$ cat config.mk
export PLATFORM = sky130hd
export DESIGN_NAME = rst_src_disc
export DESIGN_NICKNAME = d
export VERILOG_FILES = /design/src/rtl/rsd_pkg.sv /design/src/rtl/rsd_sync.sv /design/src/rtl/rsd_fail_arb.sv /design/src/rtl/rsd_ecount.sv /design/src/rtl/rsd_ctrl.sv /design/src/rtl/rst_src_disc.sv
export SDC_FILE = /design/constraint.sdc
export NUM_CORES = 1
export LEC_CHECK = 0
export ABC_AREA = 1
export ABC_CLOCK_PERIOD_IN_PS = 2920
export BUFFER_PORTS_ARGS = -buffer_cell sky130_fd_sc_hd__buf_4
export CORE_UTILIZATION = 30
export DETAILED_ROUTE_END_ITERATION = 10
export GPL_ROUTABILITY_DRIVEN = 0
export HOLD_SLACK_MARGIN = 0.02
export MAX_ROUTING_LAYER = met4
export PLACE_DENSITY = 0.51
export SETUP_SLACK_MARGIN = 0.4
export SLEW_MARGIN = 5
export SYNTH_ARGS = -nofsm -noshare
export SYNTH_HDL_FRONTEND = slang
export SYNTH_SLANG_ARGS = --single-unit
$ cat constraint.sdc
create_clock -name clk -period 2.92 [get_ports clk]
set_input_delay 0.146 -clock clk [delete_from_list [all_inputs] [get_ports clk]]
set_output_delay 0.146 -clock clk [all_outputs]
set_load 0.02 [all_outputs]
$ cat src/rtl/rsd_pkg.sv
package rsd_pkg;
  typedef enum logic [1:0] {
    ST_RUN   = 2'd0,
    ST_DRIVE = 2'd1,
    ST_CHECK = 2'd2,
    ST_HOLD  = 2'd3
  } rsd_state_e;

  typedef logic [1:0] rsd_cause_t;

  localparam rsd_cause_t CAUSE_EXT  = 2'b00;
  localparam rsd_cause_t CAUSE_CMON = 2'b01;
  localparam rsd_cause_t CAUSE_WDOG = 2'b10;
endpackage

$ cat src/rtl/rsd_sync.sv
module rsd_sync #(
  parameter int STAGES = 2
) (
  input  logic clk,
  input  logic rst,
  input  logic d,
  output logic q
);
  logic [STAGES-1:0] chain;

  generate
    if (STAGES == 1) begin : g_single
      always_ff @(posedge clk) begin
        if (rst) chain <= '0;
        else     chain <= d;
      end
    end else begin : g_multi
      always_ff @(posedge clk) begin
        if (rst) chain <= '0;
        else     chain <= {chain[STAGES-2:0], d};
      end
    end
  endgenerate

  assign q = chain[STAGES-1];
endmodule

$ cat src/rtl/rsd_fail_arb.sv
module rsd_fail_arb
  import rsd_pkg::*;
#(
  parameter bit CMON_FIRST = 1'b1
) (
  input  logic       cmon_fail,
  input  logic       wdog_fail,
  output logic       hit,
  output rsd_cause_t code
);
  assign hit = cmon_fail | wdog_fail;

  generate
    if (CMON_FIRST) begin : g_cmon_first
      always_comb begin
        if (cmon_fail)      code = CAUSE_CMON;
        else if (wdog_fail) code = CAUSE_WDOG;
        else                code = CAUSE_EXT;
      end
    end else begin : g_wdog_first
      always_comb begin
        if (wdog_fail)      code = CAUSE_WDOG;
        else if (cmon_fail) code = CAUSE_CMON;
        else                code = CAUSE_EXT;
      end
    end
  endgenerate
endmodule

$ cat src/rtl/rsd_ecount.sv
module rsd_ecount #(
  parameter int CW = 3
) (
  input  logic          clk,
  input  logic          rst,
  input  logic          clr,
  input  logic          step,
  input  logic [CW-1:0] lim,
  output logic          at_lim
);
  logic [CW-1:0] cnt;

  always_ff @(posedge clk) begin
    if (rst || clr) cnt <= '0;
    else if (step)  cnt <= cnt + CW'(1);
  end

  // true when the next counted E-cycle completes the stretch
  assign at_lim = (cnt == (lim - CW'(1)));
endmodule

$ cat src/rtl/rsd_ctrl.sv
module rsd_ctrl
  import rsd_pkg::*;
#(
  parameter int HOLD_E = 4,
  parameter int WIN_E  = 6,
  parameter int CW     = 3
) (
  input  logic          clk,
  input  logic          rst,
  input  logic          e_en,
  input  logic          pin_hi,
  input  logic          fail_hit,
  input  rsd_cause_t    fail_code,
  input  logic          cnt_at_lim,
  output logic          cnt_clr,
  output logic          cnt_step,
  output logic [CW-1:0] cnt_lim,
  output logic          pad_oe,
  output logic          core_rst,
  output rsd_cause_t    cause
);
  rsd_state_e state_q, state_d;
  rsd_cause_t src_q;
  logic       win_expired;

  always_comb begin
    state_d     = state_q;
    cnt_clr     = 1'b0;
    cnt_step    = 1'b0;
    cnt_lim     = CW'(HOLD_E);
    win_expired = 1'b0;
    case (state_q)
      ST_RUN: begin
        if (!pin_hi) begin
          state_d = ST_HOLD;
        end else if (fail_hit) begin
          state_d = ST_DRIVE;
          cnt_clr = 1'b1;
        end
      end
      ST_DRIVE: begin
        cnt_step = e_en;
        if (e_en && cnt_at_lim) begin
          state_d = ST_CHECK;
          cnt_clr = 1'b1;
        end
      end
      ST_CHECK: begin
        cnt_lim = CW'(WIN_E);
        if (pin_hi) begin
          state_d = ST_RUN;
        end else begin
          cnt_step = e_en;
          if (e_en && cnt_at_lim) begin
            state_d     = ST_HOLD;
            win_expired = 1'b1;
          end
        end
      end
      default: begin
        if (pin_hi) state_d = ST_RUN;
      end
    endcase
  end

  always_ff @(posedge clk) begin
    if (rst) begin
      state_q  <= ST_HOLD;
      src_q    <= CAUSE_EXT;
      pad_oe   <= 1'b0;
      core_rst <= 1'b1;
      cause    <= CAUSE_EXT;
    end else begin
      state_q  <= state_d;
      pad_oe   <= (state_d == ST_DRIVE);
      core_rst <= (state_d != ST_RUN);
      if (state_q == ST_RUN && pin_hi && fail_hit) src_q <= fail_code;
      if (state_q == ST_RUN && !pin_hi)              cause <= CAUSE_EXT;
      else if (state_q == ST_CHECK && pin_hi)        cause <= src_q;
      else if (win_expired)                          cause <= CAUSE_EXT;
    end
  end
endmodule

$ cat src/rtl/rst_src_disc.sv
module rst_src_disc
  import rsd_pkg::*;
#(
  parameter int HOLD_E      = 4,
  parameter int WIN_E       = 6,
  parameter int SYNC_STAGES = 2,
  parameter bit CMON_FIRST  = 1'b1
) (
  input  logic       clk,
  input  logic       rst,
  input  logic       e_en,
  input  logic       pad_in,
  input  logic       cmon_fail,
  input  logic       wdog_fail,
  output logic       pad_oe,
  output logic       core_rst,
  output logic [1:0] cause
);
  localparam int MAXC = (HOLD_E > WIN_E) ? HOLD_E : WIN_E;
  localparam int CW   = $clog2(MAXC + 1);

  logic          pin_hi;
  logic          fail_hit;
  rsd_cause_t    fail_code;
  logic          cnt_clr, cnt_step, cnt_at_lim;
  logic [CW-1:0] cnt_lim;
  rsd_cause_t    cause_q;

  rsd_sync #(.STAGES(SYNC_STAGES)) u_sync (
    .clk (clk),
    .rst (rst),
    .d   (pad_in),
    .q   (pin_hi)
  );

  rsd_fail_arb #(.CMON_FIRST(CMON_FIRST)) u_arb (
    .cmon_fail (cmon_fail),
    .wdog_fail (wdog_fail),
    .hit       (fail_hit),
    .code      (fail_code)
  );

  rsd_ecount #(.CW(CW)) u_cnt (
    .clk    (clk),
    .rst    (rst),
    .clr    (cnt_clr),
    .step   (cnt_step),
    .lim    (cnt_lim),
    .at_lim (cnt_at_lim)
  );

  rsd_ctrl #(.HOLD_E(HOLD_E), .WIN_E(WIN_E), .CW(CW)) u_ctrl (
    .clk        (clk),
    .rst        (rst),
    .e_en       (e_en),
    .pin_hi     (pin_hi),
    .fail_hit   (fail_hit),
    .fail_code  (fail_code),
    .cnt_at_lim (cnt_at_lim),
    .cnt_clr    (cnt_clr),
    .cnt_step   (cnt_step),
    .cnt_lim    (cnt_lim),
    .pad_oe     (pad_oe),
    .core_rst   (core_rst),
    .cause      (cause_q)
  );

  assign cause = cause_q;
endmodule

==> flow_summary.ini <==
[layout]
design_area_um2 = 810.8
mostFrequentLayoutCell = nand2_1
drive_above_1_share = 0.2150
instances_no_fill = 134
final_nets = 119
final_cell_mix = 17 x nand2_1, 16 x inv_1, 13 x dfxtp_1
synthToLayoutAreaGrowth_pct = 18.68
fin_util = 0.3971
diodes = 0

[timing]
hold_viol = 0
period_share = 0.5171
setup_tns_ns = 0
slew_viol_final = 0
layout_min_cycle_time_ns = 1.510
finClkSkew_ns = 0.002816
grt_setup_unrepaired = no
max_freq_mhz = 662.2
worstMarginPinSlew_ns = 0.2887
maxSlewHeadroom = 0.8067
setup_viol = 0

[placed_design]
placed_cells = 130
dp_hpwl_mm = 1.005
portBuffers = 9
place_area_um2 = 784.5

[clock_tree]
ctsResizeCount = 0
cts_tree = built
hold_buffers = 0
cts_buffers = 3
root_buffer = clkbuf_4
clk_transition_reported_paths_ns = 0.08
worstSkewPairLatency_ns = 0.28
clock_path_buffers = 2
htreeDepth = 1
post-cts-setup-buffer-count = 0
cts_sinks = 13

[route]
viasPerCell = 4.448
antenna_left = 0
drcViolationCount = 0
vias = 596
wirelength_mm = 1.294
dr.pass1.iters = 3
wl_per_cell_um = 9.657
first_iter_violations = 7

[worst_setup_path]
cp_slowest_cell = dfxtp_1
r2r-end = u_cnt.cnt[2]$_SDFFE_PP0P_
r2r_start = u_ctrl.state_q[0]$_SDFF_PP1_
crit_required_ns = 3.08
end_kind = flip-flop
cp-startpoint = u_ctrl.state_q[0]$_SDFF_PP1_
crit_fanout = 5
cp.arrival_ns = 1.67
crit_chain = inv_1 > ha_1 > inv_2 > nand3_1 > nand2_1 > nand2_2 > o211ai_1 > a21oi_1
crit_type = reg2reg
crit_path_max_incr_delay_ns = 0.40
start_kind = flip-flop
rrSetupSlack_ns = 1.41
reg2reg_depth = 8

[synthesis]
synth.net_count = 105
synth.area.top_cells = dfxtp_1 38%, nand2_1 9.3%, ha_1 9.2%, inv_1 8.8%, nor2_1 6.0%
synth-xor-area-share = 0.01282
synthesis.area_um2 = 683.2
synth_top_area_cell = dfxtp_1
postSynthAreaPerCell_um2 = 7.268
synth_top_area_share = 0.3810
synthMuxAreaShare = 0
ys.warnings.count = 0
synth_top_family_by_area = simple AND/OR/NAND/NOR gates
ys_ff_latch = 13
synth_compound_area_frac = 0.1337
post_synth_and_or_nand_nor_area_fraction = 0.2766
synth_adder_area_share = 0.09158
synth-seq-area-share = 0.3810
syn-instance-count = 94
yosysUniqueCellTypes = 19

[global_route]
grt_pass1_vias = 526
grt_overflow_total = 0
grt_antenna_before_repair = 0
grt_usage = 0.1325
grt_pass1_wl_mm = 2.311
grt_max_degree = 8

[worst_hold_path]
min_to = u_sync.chain[0]$_SDFF_PP0_
hp-class = in2reg
whs_path_depth = 2
min_from = rst

[pwr]
p_leak_nw = 0.3877
vdd_drop_max_mv = 0.2574
cellPowerDensity_mw_per_mm2 = 724.3

[floorplan]
io_pins = 10
die_h_um = 49.72
dieArea_mm2 = 0.002472
core_area_mm2 = 0.002042
initial_core_util = 0.3346
rows = 16
die_w_um = 49.72

[run_status]
status = complete, no violations

[job]
drv_cap = 0
[report_power, final]
group / leakage, nW / total, mW / internal, mW / switching [mW]
Sequential: 0.106 / 0.227 / 0.205 / 0.0216
Combinational: 0.266 / 0.246 / 0.0891 / 0.157
Clock: 0.0150 / 0.114 / 0.0530 / 0.0610
[flip-flops by register name, indices dropped and copies added, names as in the netlist]
register         count
u_cnt.cnt            3
u_ctrl.cause         2
u_ctrl.core_rst      1
u_ctrl.pad_oe        1
u_ctrl.src_q         2
u_ctrl.state_q       2
u_sync.chain         2
[critical path: cells and delay by family (launching register included)]
kind,cells,cell delay [ns]
adder cells (fa/ha/maj),1,0.24
AND/OR/NAND/NOR,3,0.23
AO/OA/AOI/OAI,2,0.34
buffers and inverters,2,0.19
flip-flops,1,0.40
[per-layer routing]
| layer | vias to the layer above | global-route usage | wire [um] |
|---|---|---|---|
| li1 | 319 | - | - |
| met1 | 265 | 0.1751 | 635 |
| met2 | 8 | 0.1802 | 592 |
| met3 | 4 | 0.01852 | 27 |
| met4 | 0 | 0.1000 | 39 |
| met5 | - | - | 0 |
[how the worst max path moves through the flow]
| stage | slack [ns] | cells past startpoint | endpoint |
|---|---|---|---|
| global placement | 1.44 | 10 | u_ctrl.core_rst$_SDFF_PP1_ |
| global route | 1.21 | 10 | u_ctrl.core_rst$_SDFF_PP1_ |
| floorplan | 1.54 | 10 | u_ctrl.core_rst$_SDFF_PP1_ |
| detailed placement | 1.40 | 10 | u_ctrl.core_rst$_SDFF_PP1_ |
| finish | 1.41 | 8 | u_cnt.cnt[2]$_SDFFE_PP0P_ |
| CTS | 1.39 | 10 | u_ctrl.core_rst$_SDFF_PP1_ |
[cell families (layout without fill, tap and decap cells)]
| logic type | count (synthesis) | in the layout |
|---|---|---|
| buffers and inverters | 19 | 32 |
| and+or+nand+nor | 41 | 41 |
| xor gates and xnor gates | 1 | 1 |
| DFF | 13 | 13 |
| adders and majority gates | 5 | 5 |
| AOI/OAI and AO/OA | 15 | 15 |
[cells in the mapped netlist, drive strengths merged]
master / count
xor2: 1
nand2: 20
inv: 19
nor3: 3
a21oi: 8
dfxtp: 13
o31ai: 1
nand3: 4
nand4: 2
ha: 5
o21ai: 5
o211ai: 1
nor2: 12
[cell type report]
type | count | area, um2
multi-input combinational | 62 | 351.6
clock buffer | 4 | 26.28
timing repair buffer | 9 | 67.56
inverter | 19 | 71.32
sequential | 13 | 260.3
tap | 27 | 33.78
fill | 233 | 1231
[stage by stage]
step | hold slack, ns | power [mW] | setup WS (ns)
finish | 0.04405 | 0.5873 | 1.410
global route | 0.03018 | 0.6524 | 1.209
CTS | 0.03525 | 0.5991 | 1.394
detailed placement | 0.3408 | 0.4784 | 1.403
global placement | 0.3373 | 0.4812 | 1.442
floorplan | 0.2172 | 0.4180 | 1.544
(Power assumes the default switching activity.)
